==> config.mk <==
export PLATFORM = sky130hd
export DESIGN_NAME = spec_load_table
export DESIGN_NICKNAME = d
export VERILOG_FILES = /design/src/rtl/spec_load_table.sv
export SDC_FILE = /design/constraint.sdc
export NUM_CORES = 1
export LEC_CHECK = 0
export ABC_AREA = 1
export BUFFER_PORTS_ARGS = -buffer_cell sky130_fd_sc_hd__buf_2
export CAP_MARGIN = 20
export CORE_ASPECT_RATIO = 1.2
export CORE_MARGIN = 4
export CORE_UTILIZATION = 46
export CTS_CLUSTER_SIZE = 16
export DETAILED_ROUTE_END_ITERATION = 16
export HOLD_SLACK_MARGIN = 0.15
export PLACE_DENSITY_LB_ADDON = 0.12
export SYNTH_ARGS = -nofsm -noshare
export SYNTH_HDL_FRONTEND = slang
export SYNTH_SLANG_ARGS = --single-unit
export TNS_END_PERCENT = 30
==> constraint.sdc <==
create_clock -name clk -period 4.1 [get_ports clk]
set_clock_uncertainty 0.2 [all_clocks]
set_input_delay 0.82 -clock clk [delete_from_list [all_inputs] [get_ports clk]]
set_output_delay 0.82 -clock clk [all_outputs]
set_load 0.03 [all_outputs]
==> src/rtl/spec_load_table.sv <==
module spec_load_table #(
  parameter int ENTRIES = 8,
  parameter int TAGW    = 5,
  parameter int AW      = 32
) (
  input  logic            clk,
  input  logic            rst_n,
  input  logic            ld_valid,
  input  logic [TAGW-1:0] ld_tag,
  input  logic [AW-1:0]   ld_addr,
  input  logic            ld_chain,
  input  logic            st_valid,
  input  logic [AW-1:0]   st_addr,
  input  logic            chk_valid,
  input  logic [TAGW-1:0] chk_tag,
  output logic            resp_valid,
  output logic            resp_ok,
  output logic            resp_replay_all
);
  localparam int IW = (ENTRIES > 1) ? $clog2(ENTRIES) : 1;
  localparam int WW = AW - 2;

  logic [ENTRIES-1:0] used, dead, chain;
  logic [TAGW-1:0]    tag_q  [ENTRIES];
  logic [WW-1:0]      word_q [ENTRIES];
  logic [IW-1:0]      rr;

  logic [ENTRIES-1:0] ld_hit, st_hit, ck_hit;

  for (genvar i = 0; i < ENTRIES; i++) begin : g_cmp
    assign ld_hit[i] = used[i] && tag_q[i] == ld_tag;
    assign ck_hit[i] = used[i] && tag_q[i] == chk_tag;
    assign st_hit[i] = used[i] && st_valid && word_q[i] == st_addr[AW-1:2];
  end

  logic [IW-1:0] slot;
  logic          found;
  always_comb begin
    slot  = rr;
    found = 1'b0;
    for (int i = 0; i < ENTRIES; i++)
      if (!found && ld_hit[i]) begin slot = IW'(i); found = 1'b1; end
    for (int i = 0; i < ENTRIES; i++)
      if (!found && !used[i]) begin slot = IW'(i); found = 1'b1; end
  end

  wire evict    = ld_valid && !found;
  wire ck_live  = |(ck_hit & ~(dead | st_hit));
  wire ck_any   = |ck_hit;
  wire ck_chain = |(ck_hit & chain);

  always_ff @(posedge clk) begin
    if (!rst_n) begin
      used <= '0;
      dead <= '0;
      chain <= '0;
      rr <= '0;
      resp_valid <= 1'b0;
      resp_ok <= 1'b0;
      resp_replay_all <= 1'b0;
    end else begin
      for (int i = 0; i < ENTRIES; i++) begin
        if (ld_valid && slot == IW'(i)) begin
          used[i]  <= 1'b1;
          dead[i]  <= 1'b0;
          chain[i] <= ld_chain;
        end else if (chk_valid && ck_hit[i]) begin
          used[i] <= 1'b0;
        end else if (st_hit[i]) begin
          dead[i] <= 1'b1;
        end
      end
      if (evict) rr <= (rr == IW'(ENTRIES-1)) ? '0 : rr + 1'b1;
      resp_valid      <= chk_valid;
      resp_ok         <= chk_valid && ck_live;
      resp_replay_all <= chk_valid && !ck_live && (!ck_any || ck_chain);
    end
  end

  always_ff @(posedge clk)
    for (int i = 0; i < ENTRIES; i++)
      if (ld_valid && slot == IW'(i)) begin
        tag_q[i]  <= ld_tag;
        word_q[i] <= ld_addr[AW-1:2];
      end
endmodule

==> results of run 1 <==
registers in the layout, summed over array words and instances, names as in the netlist:
signal	flops
tag_q	40
word_q	240
used	8
resp_ok	1
resp_valid	1
resp_replay_all	1
rr	3
dead	8
chain	8
power breakdown:
group	total (W)	internal [W]	switching, W
Clock	0.00261	0.00145	0.00117
Sequential	0.00354	0.00351	0.0000294
Combinational	0.000506	0.000172	0.000334
per-stage QoR:
stage,cells,utilization (%)
floorplan,1366,-
global placement,1841,50.38
detailed placement,1841,50.38
CTS,1895,53.28
global route,1895,53.28
finish,1896,53.29
worst max-delay path by stage:
| stage | start | endpoint | slack [ns] | cells past startpoint |
|---|---|---|---|---|
| floorplan | ld_tag[3] | tag_q[0][0]$_DFFE_PP_ | 0.23 | 20 |
| global placement | ld_tag[4] | word_q[0][20]$_DFFE_PP_ | 0.20 | 21 |
| detailed placement | ld_tag[4] | word_q[0][20]$_DFFE_PP_ | 0.18 | 21 |
| CTS | ld_tag[4] | word_q[0][29]$_DFFE_PP_ | 0.76 | 21 |
| global route | ld_tag[4] | word_q[0][29]$_DFFE_PP_ | 0.50 | 21 |
| finish | ld_tag[4] | word_q[0][1]$_DFFE_PP_ | 0.73 | 21 |
placed cells by master, fill, tap and decap left out, types with 6 or more instances in the layout:
cell type	Yosys	routed
dfxtp_1	30	30
o2111ai_1	9	9
xor2_1	95	95
nand4_1	39	39
clkbuf_1	31	8
nand3_2	8	8
xnor2_1	32	32
nor2_4	9	9
buf_12	0	11
o22ai_1	28	28
nor3b_1	27	27
edfxtp_1	280	280
clkinv_1	7	15
nor3_1	22	22
nand3_1	34	34
clkbuf_16	0	31
o21ai_0	23	23
buf_4	3	23
nor2_2	6	6
or2_2	22	22
nand3b_1	11	11
inv_1	131	128
nor4_1	19	19
a21oi_1	18	18
a221oi_1	21	21
buf_2	3	78
nand2_1	218	218
nor2_1	186	186
worst min-delay path: stages, from the launching register on:
cell and delay, ns:
dfxtp_1 0.31, nor2_1 0.09, nor2_1 0.05
Yosys cell counts (4+ instances only):
library cell  instances  area (µm²)
a211oi_1              5       37.54
a21oi_1              18       90.09
a221oi_1             21       183.9
clkbuf_1             31       116.4
clkinv_1              7       26.28
dfxtp_1              30       600.6
edfxtp_1            280        8408
inv_1               131       491.7
nand2_1             218       818.3
nand2_4               5       56.30
nand3_1              34       170.2
nand3_2               8       80.08
nand3b_1             11       82.58
nand4_1              39       244.0
nor2_1              186       698.2
nor2_2                6       37.54
nor2_4                9       101.4
nor3_1               22       110.1
nor3b_1              27       202.7
nor4_1               19       118.9
nor4b_1               4       35.03
o2111ai_1             9       78.83
o211ai_1              4       30.03
o21ai_0              23       115.1
o22ai_1              28       175.2
or2_2                22       137.6
xnor2_1              32       280.3
xor2_1               95       832.1
cell type report:
type                       count  area, µm²
antenna                        1      2.502
clock buffer                  39      805.8
inverter                     144      550.5
sequential                   310       9009
clock inverter                15      105.1
multi-input combinational    874       5000
timing repair buffer         112      783.3
fill                        2749      14690
tap                          401      501.7
logic make-up (layout without fill, tap and decap cells):
logic type,after synthesis,after routing
xor gates and xnor gates,127,127
adders and majority gates,2,2
AOI/OAI and AO/OA,119,119
and+or+nand+nor,626,626
other,0,1
DFF,310,310
buffers and inverters,182,310
layer usage:
layer | vias up | wire (µm) | global-route usage (%)
met5 | - | 0 | 0
met4 | 0 | 1338 | 7.048
met3 | 71 | 1422 | 2.322
met2 | 233 | 20130 | 40.54
met1 | 4884 | 15360 | 26.91
li1 | 4942 | - | -
==> metrics.md, run 1 <==
| Metric | Value |
|---|---|
| Post-synthesis adder-cell area fraction | `less than 1%` |
| Avg Cell Area, Syn | `10.78 µm²` |
| CP startpoint kind | `input pin` |
| Placed inst area | `approximately 16000 µm²` |
| Pwr dens | `slightly below 400 nW/µm²` |
| Distinct cell type count after synthesis | `52` |
| Lkg Pwr | `6.459 nW` |
| DRT Wirelength | `between 30000 and 40000 µm` |
| Crit path DAT | `around 3.4 ns` |
| Largest family of logic cells by synthesized area | `simple AND/OR/NAND/NOR gates` |
| Layout cells sized above 1 | `between 10% and 20%` |
| R2R Setup Slk | `around 0.86 ns` |
| I/O Pins | `just over 80` |
| Crit path capture type | `flop` |
| Setup violations, final | `0` |
| Flops & latches, synth | `310` |
| Core area | `around 31000 µm²` |
| Total power | `0.006655 W` |
| Synthesized cell area | `about 15000 µm²` |
| Worst skew pair latency | `0.57 ns` |
| RR Endpoint | `word_q[0][1]$_DFFE_PP_` |
| Syn_nets | `1448` |
| Worst hold path cell count | `2` |
| Critical hold path startpoint | `chain[5]$_SDFFE_PN0P_` |
| Final HPWL DP | `between 20000 and 30000 µm` |
| CP max FO | `16` |
| CP Buf/Inv Count | `4` |
| Post-DRT Antenna Nets | `0` |
| DRC | `0` |
| Reg-to-Reg Start | `tag_q[0][9]$_DFFE_PP_` |
| Htree depth | `1` |
| PnR worst setup slack | `around 0.73 ns` |
| Asr flop ratio synth | `0%` |
| Post-synthesis sequential area ratio | `between 60 and 70%` |
| Final hold slack | `just under 0.3 ns` |
| WL/cell | `just over 20 µm` |
| Sink Count | `310` |
| Synth Area in XOR/XNOR | `between 7 and 8%` |
| Slowest-stage cell, CP | `buf_2` |
| Outcome | `finished, final reports clean` |
| Worst slack, placed | `around 0.18 ns` |
| Critical-path cell list | `buf_2, inv_1, nand2_1, nand2_1, nor2_1, nand3_2, nand3_2, nor2_2, nand3_2, nor2_4, nand4_2, nor2_4, nand3_1, nand2_1, nand2_1, nand2_4, nand2_4, nor2_4, nand2_2, inv_2, buf_12` |
| Clock Path Buffers | `3` |
| Max_cap viols | `0` |
| Syn. warnings | `0` |
| Finished Cell Area | `16760 µm²` |
| Hold WC Path Type | `flop to flop` |
| Hold buffer count at cts | `0` |
| Top FF cell, synth | `edfxtp_1` |
| Cells after Synth | `between 1000 and 1500` |
| Initial antenna violation count | `0` |
| Initial Util | `a little under half` |
| DRT Pass-1 Iters | `6` |
| Nets | `roughly 1600` |
| CTS buffer count | `31` |
| Tmin final | `roughly 3.4 ns` |
| Mux share of post-synthesis cell area | `0%` |
| First-pass GRT wire length | `58420 µm` |
| Final Max Slew Viols | `0` |
| Unrepaired setup endpoints after global routing | `false` |
| Initial DRC count | `630` |
| FF-to-FF path depth | `20` |
| Hold endpoint | `chain[5]$_SDFFE_PN0P_` |
| Total GRT Usage | `between 20% and 30%` |
| Via count | `10130` |
| Max-slew headroom | `56.07%` |
| CP top delay family | `simple AND/OR/NAND/NOR gates` |
| Simple-gate share of the synthesized area | `20.71%` |
| Clock slew seen by the registers of the worst setup and hold paths | `roughly 0.060 ns` |
| Most used cell, CP | `nand2_1` |
| Count of flip-flops with a built-in enable after synthesis | `280` |
| Row count | `71` |
| Cts repair resizes | `0` |
| Clock root buffer | `clkbuf_16` |
| Vias/cell | `between 5 and 6` |
| Maximum vdd drop | `385.8 µV` |
| CP required | `around 4.2 ns` |
| Synth Area in Compound Gates | `5.523%` |
| Worst-Margin Slew | `around 0.66 ns` |
| GP Congestion | `~0.92` |
| Crit share post-route | `roughly 82%` |
| Die Area | `34950 µm²` |
| Area grow syn2layout | `13.81%` |
| Postcts setup bufs | `0` |
| Largest stage delay on the critical path | `~0.23 ns` |
| Die W | `171.3 µm` |
| Die span in y | `204.0 µm` |
| Number of global-route vias before repair | `around 10000` |
| Final hold violation count | `0` |
| Port Buffer Count | `just under 80` |
| Worst Setup Path Type | `input pin to flop` |
| Setup TNS | `0 ns` |
| Largest net degree at the start of global routing | `40` |
| Grt total ovfl | `0` |
| CTS tree | `built` |
| Peak Freq | `296.6 MHz` |
(Power assumes the default switching activity.)
==> inputs of run 2 (changes only) <==
clock period = 2.85 ns   (was 4.1 ns; I/O delays follow)
==> metrics.md, run 2 (synthesis gave the netlist of run 1 again) <==
| Metric | Value |
|---|---|
| Initial DRC count | `760` |
| Commonest non-fill, non-tap cell in the layout | `edfxtp_1` |
| Die Area | `~35000 µm²` |
| Final hold violation count | `0` |
| CTS buffer count | `34` |
| GP Congestion | `about 0.93` |
| Final Max Slew Viols | `0` |
| Area grow syn2layout | `29.65%` |
| Tmin final | `about 3.2 ns` |
| Sink Count | `310` |
| Crit path DAT | `3.20 ns` |
| Grt total ovfl | `0` |
| Register Area | `9009 µm²` |
| Clk pwr share | `39.8%` |
| DRT Wirelength | `between 40000 and 50000 µm` |
| First-pass GRT wire length | `roughly 65000 µm` |
| Internal | `approximately 0.0078 W` |
| Port Buffer Count | `78` |
| Failing checks | `negative setup slack` |
| Largest stage delay on the critical path | `0.43 ns` |
| Filler cells | `about 2600` |
| Crit share post-route | `111.6%` |
| Layout cells sized above 1 | `a little over a quarter` |
| Clock root buffer | `clkbuf_16` |
| Final core occ | `60.70%` |
| Worst slack, placed | `-0.6590 ns` |
| Die span in y | `204.0 µm` |
| Core area | `around 31000 µm²` |
| Commonest non-fill, non-tap cells in the layout | `edfxtp_1 (280), nand2_1 (211), buf_4 (210)` |
| Post-DRT Antenna Nets | `0` |
| PnR worst setup slack | `-0.3304 ns` |
| Final HPWL DP | `between 30000 and 40000 µm` |
| Peak Freq | `~310 MHz` |
| Flop pwr share | `50.4%` |
| Crit path capture type | `flop` |
| Setup TNS | `-75.56 ns` |
| Largest net degree at the start of global routing | `39` |
| CTS tree | `built` |
| Unrepaired setup endpoints after global routing | `true` |
| DRC | `0` |
| DRT Pass-1 Iters | `5` |
| Sw Ratio | `a little under a quarter` |
| Worst skew pair latency | `0.52 ns` |
| Final hold slack | `approximately 0.17 ns` |
| Psw | `about 0.0023 W` |
| Total GRT Usage | `approximately a quarter` |
| Area of the multi-input gates | `about 5200 µm²` |
| WL/cell | `20.65 µm` |
| CP startpoint kind | `flop` |
| Worst Setup Path Type | `flop to flop` |
| Clock Path Buffers | `3` |
| Max-slew headroom | `a little over two thirds` |
| Pwr dens | `528.3 nW/µm²` |
| Lkg Pwr | `7.690 nW` |
| Nets | `~1800` |
| Max reg flops | `240` |
| Clock slew seen by the registers of the worst setup and hold paths | `around 0.060 ns` |
| Vias/cell | `5.290` |
| I/O Pins | `83` |
| Slowest-stage cell, CP | `edfxtp_1` |
| Logic pwr share | `9.7%` |
| Most used cell, CP | `nor2_4` |
| Max_cap viols | `0` |
| CP required | `~2.9 ns` |
| Hold WC Path Type | `input pin to flop` |
| Number of global-route vias before repair | `11255` |
| Initial Util | `between 40% and 50%` |
| CP max FO | `9` |
| Die W | `roughly 170 µm` |
| Critical-path cell list | `inv_2, nand2_1, nand2_1, nand3b_1, nor2_2, nor2_4, nand3_2, nor2_4, nand4_4, nor2_4, nand3_2, nor2_4, nand2_4, nand2_4, buf_6, nand3_2, nor2_4, buf_12, clkbuf_16` |
| Maximum vdd drop | `560.7 µV` |
| Largest reg by FF count | `word_q` |
| Via count | `11252` |
| Worst-Margin Slew | `~0.44 ns` |
| Setup violations, final | `~300` |
| Biggest regs | `word_q: 240 flops, tag_q: 40 flops` |
| Initial antenna violation count | `0` |
| Outcome | `finished, violations left` |
| Htree depth | `2` |
| Row count | `just over 70` |
## run 2: cell types whose count changed in the layout (fill, tap and decap cells not counted), sizes merged
cell         previous run  this run
bufinv                  1         0
clkinv                 20        19
dlygate4sd3             0        12
buf                   112       317
inv                   137       135
clkbuf                 39        53
clkinvlp                1         5
## run 2: area by class of cell
type / instances / area share (%)
flip-flops and latches: 310 / 47.19
multi-input cells: 874 / 27.03
repair buffers: 336 / 14.89
clock buffers: 46 / 4.857
inverters: 144 / 2.982
well taps: 401 / 2.628
clock inverters: 15 / 0.4064
diodes: 1 / 0.01311
## run 2: worst max-delay path: cells and delay by family, from the launching register on
kind / cells / cell delay, ns
buffers and inverters: 4 / 0.52
DFF: 1 / 0.43
and+or+nand+nor: 15 / 1.71
## run 2: power by group through the flow
stage | clock, W | combinational, W | sequential (W)
finish | 0.00402 | 0.000982 | 0.00509
global placement | 0 | 0.000895 | 0.00518
detailed placement | 0 | 0.000905 | 0.00518
CTS | 0.00410 | 0.000974 | 0.00508
floorplan | 0 | 0.000435 | 0.00518
global route | 0.00429 | 0.00107 | 0.00509
## run 2: metrics by stage
| step | area, µm² | std cells | power, W |
|---|---|---|---|
| global placement | 17280 | 2012 | 0.006073 |
| floorplan | 14810 | 1366 | 0.005614 |
| CTS | 18710 | 2109 | 0.01016 |
| detailed placement | 17280 | 2012 | 0.006086 |
| global route | 19090 | 2126 | 0.01044 |
| finish | 19090 | 2127 | 0.01008 |
## run 2: worst paths after layout
| check | start | endpoint | slack [ns] | cells past startpoint |
|---|---|---|---|---|
| worst max-delay path | tag_q[0][18]$_DFFE_PP_ | word_q[1][65]$_DFFE_PP_ | -0.33 | 19 |
| worst min-delay path | ld_addr[17] | word_q[1][75]$_DFFE_PP_ | 0.17 | 1 |
| worst max register to register | tag_q[0][18]$_DFFE_PP_ | word_q[1][65]$_DFFE_PP_ | -0.33 | 19 |
| worst min register to register | chain[6]$_SDFFE_PN0P_ | chain[6]$_SDFFE_PN0P_ | 0.30 | 2 |
## run 2: per-layer routing
metal | up-vias | share of wire, % | track usage, %
met1 | 5404 | 39 | 29.31
li1 | 5411 | - | -
met5 | - | 0 | 0
met4 | 0 | 4.5 | 10.25
met2 | 343 | 52 | 44.38
met3 | 94 | 5.0 | 3.057
## run 2: what timing repair did
action / in CTS / in global routing
setup buffers: 22 / 8
hold buffers: 12 / 0
hold endpoints to repair: 84 / 0
gates resized for setup: 18 / 27
cloned: 2 / 9
setup endpoints to repair: 306 / 306
pin swaps: 2 / 9
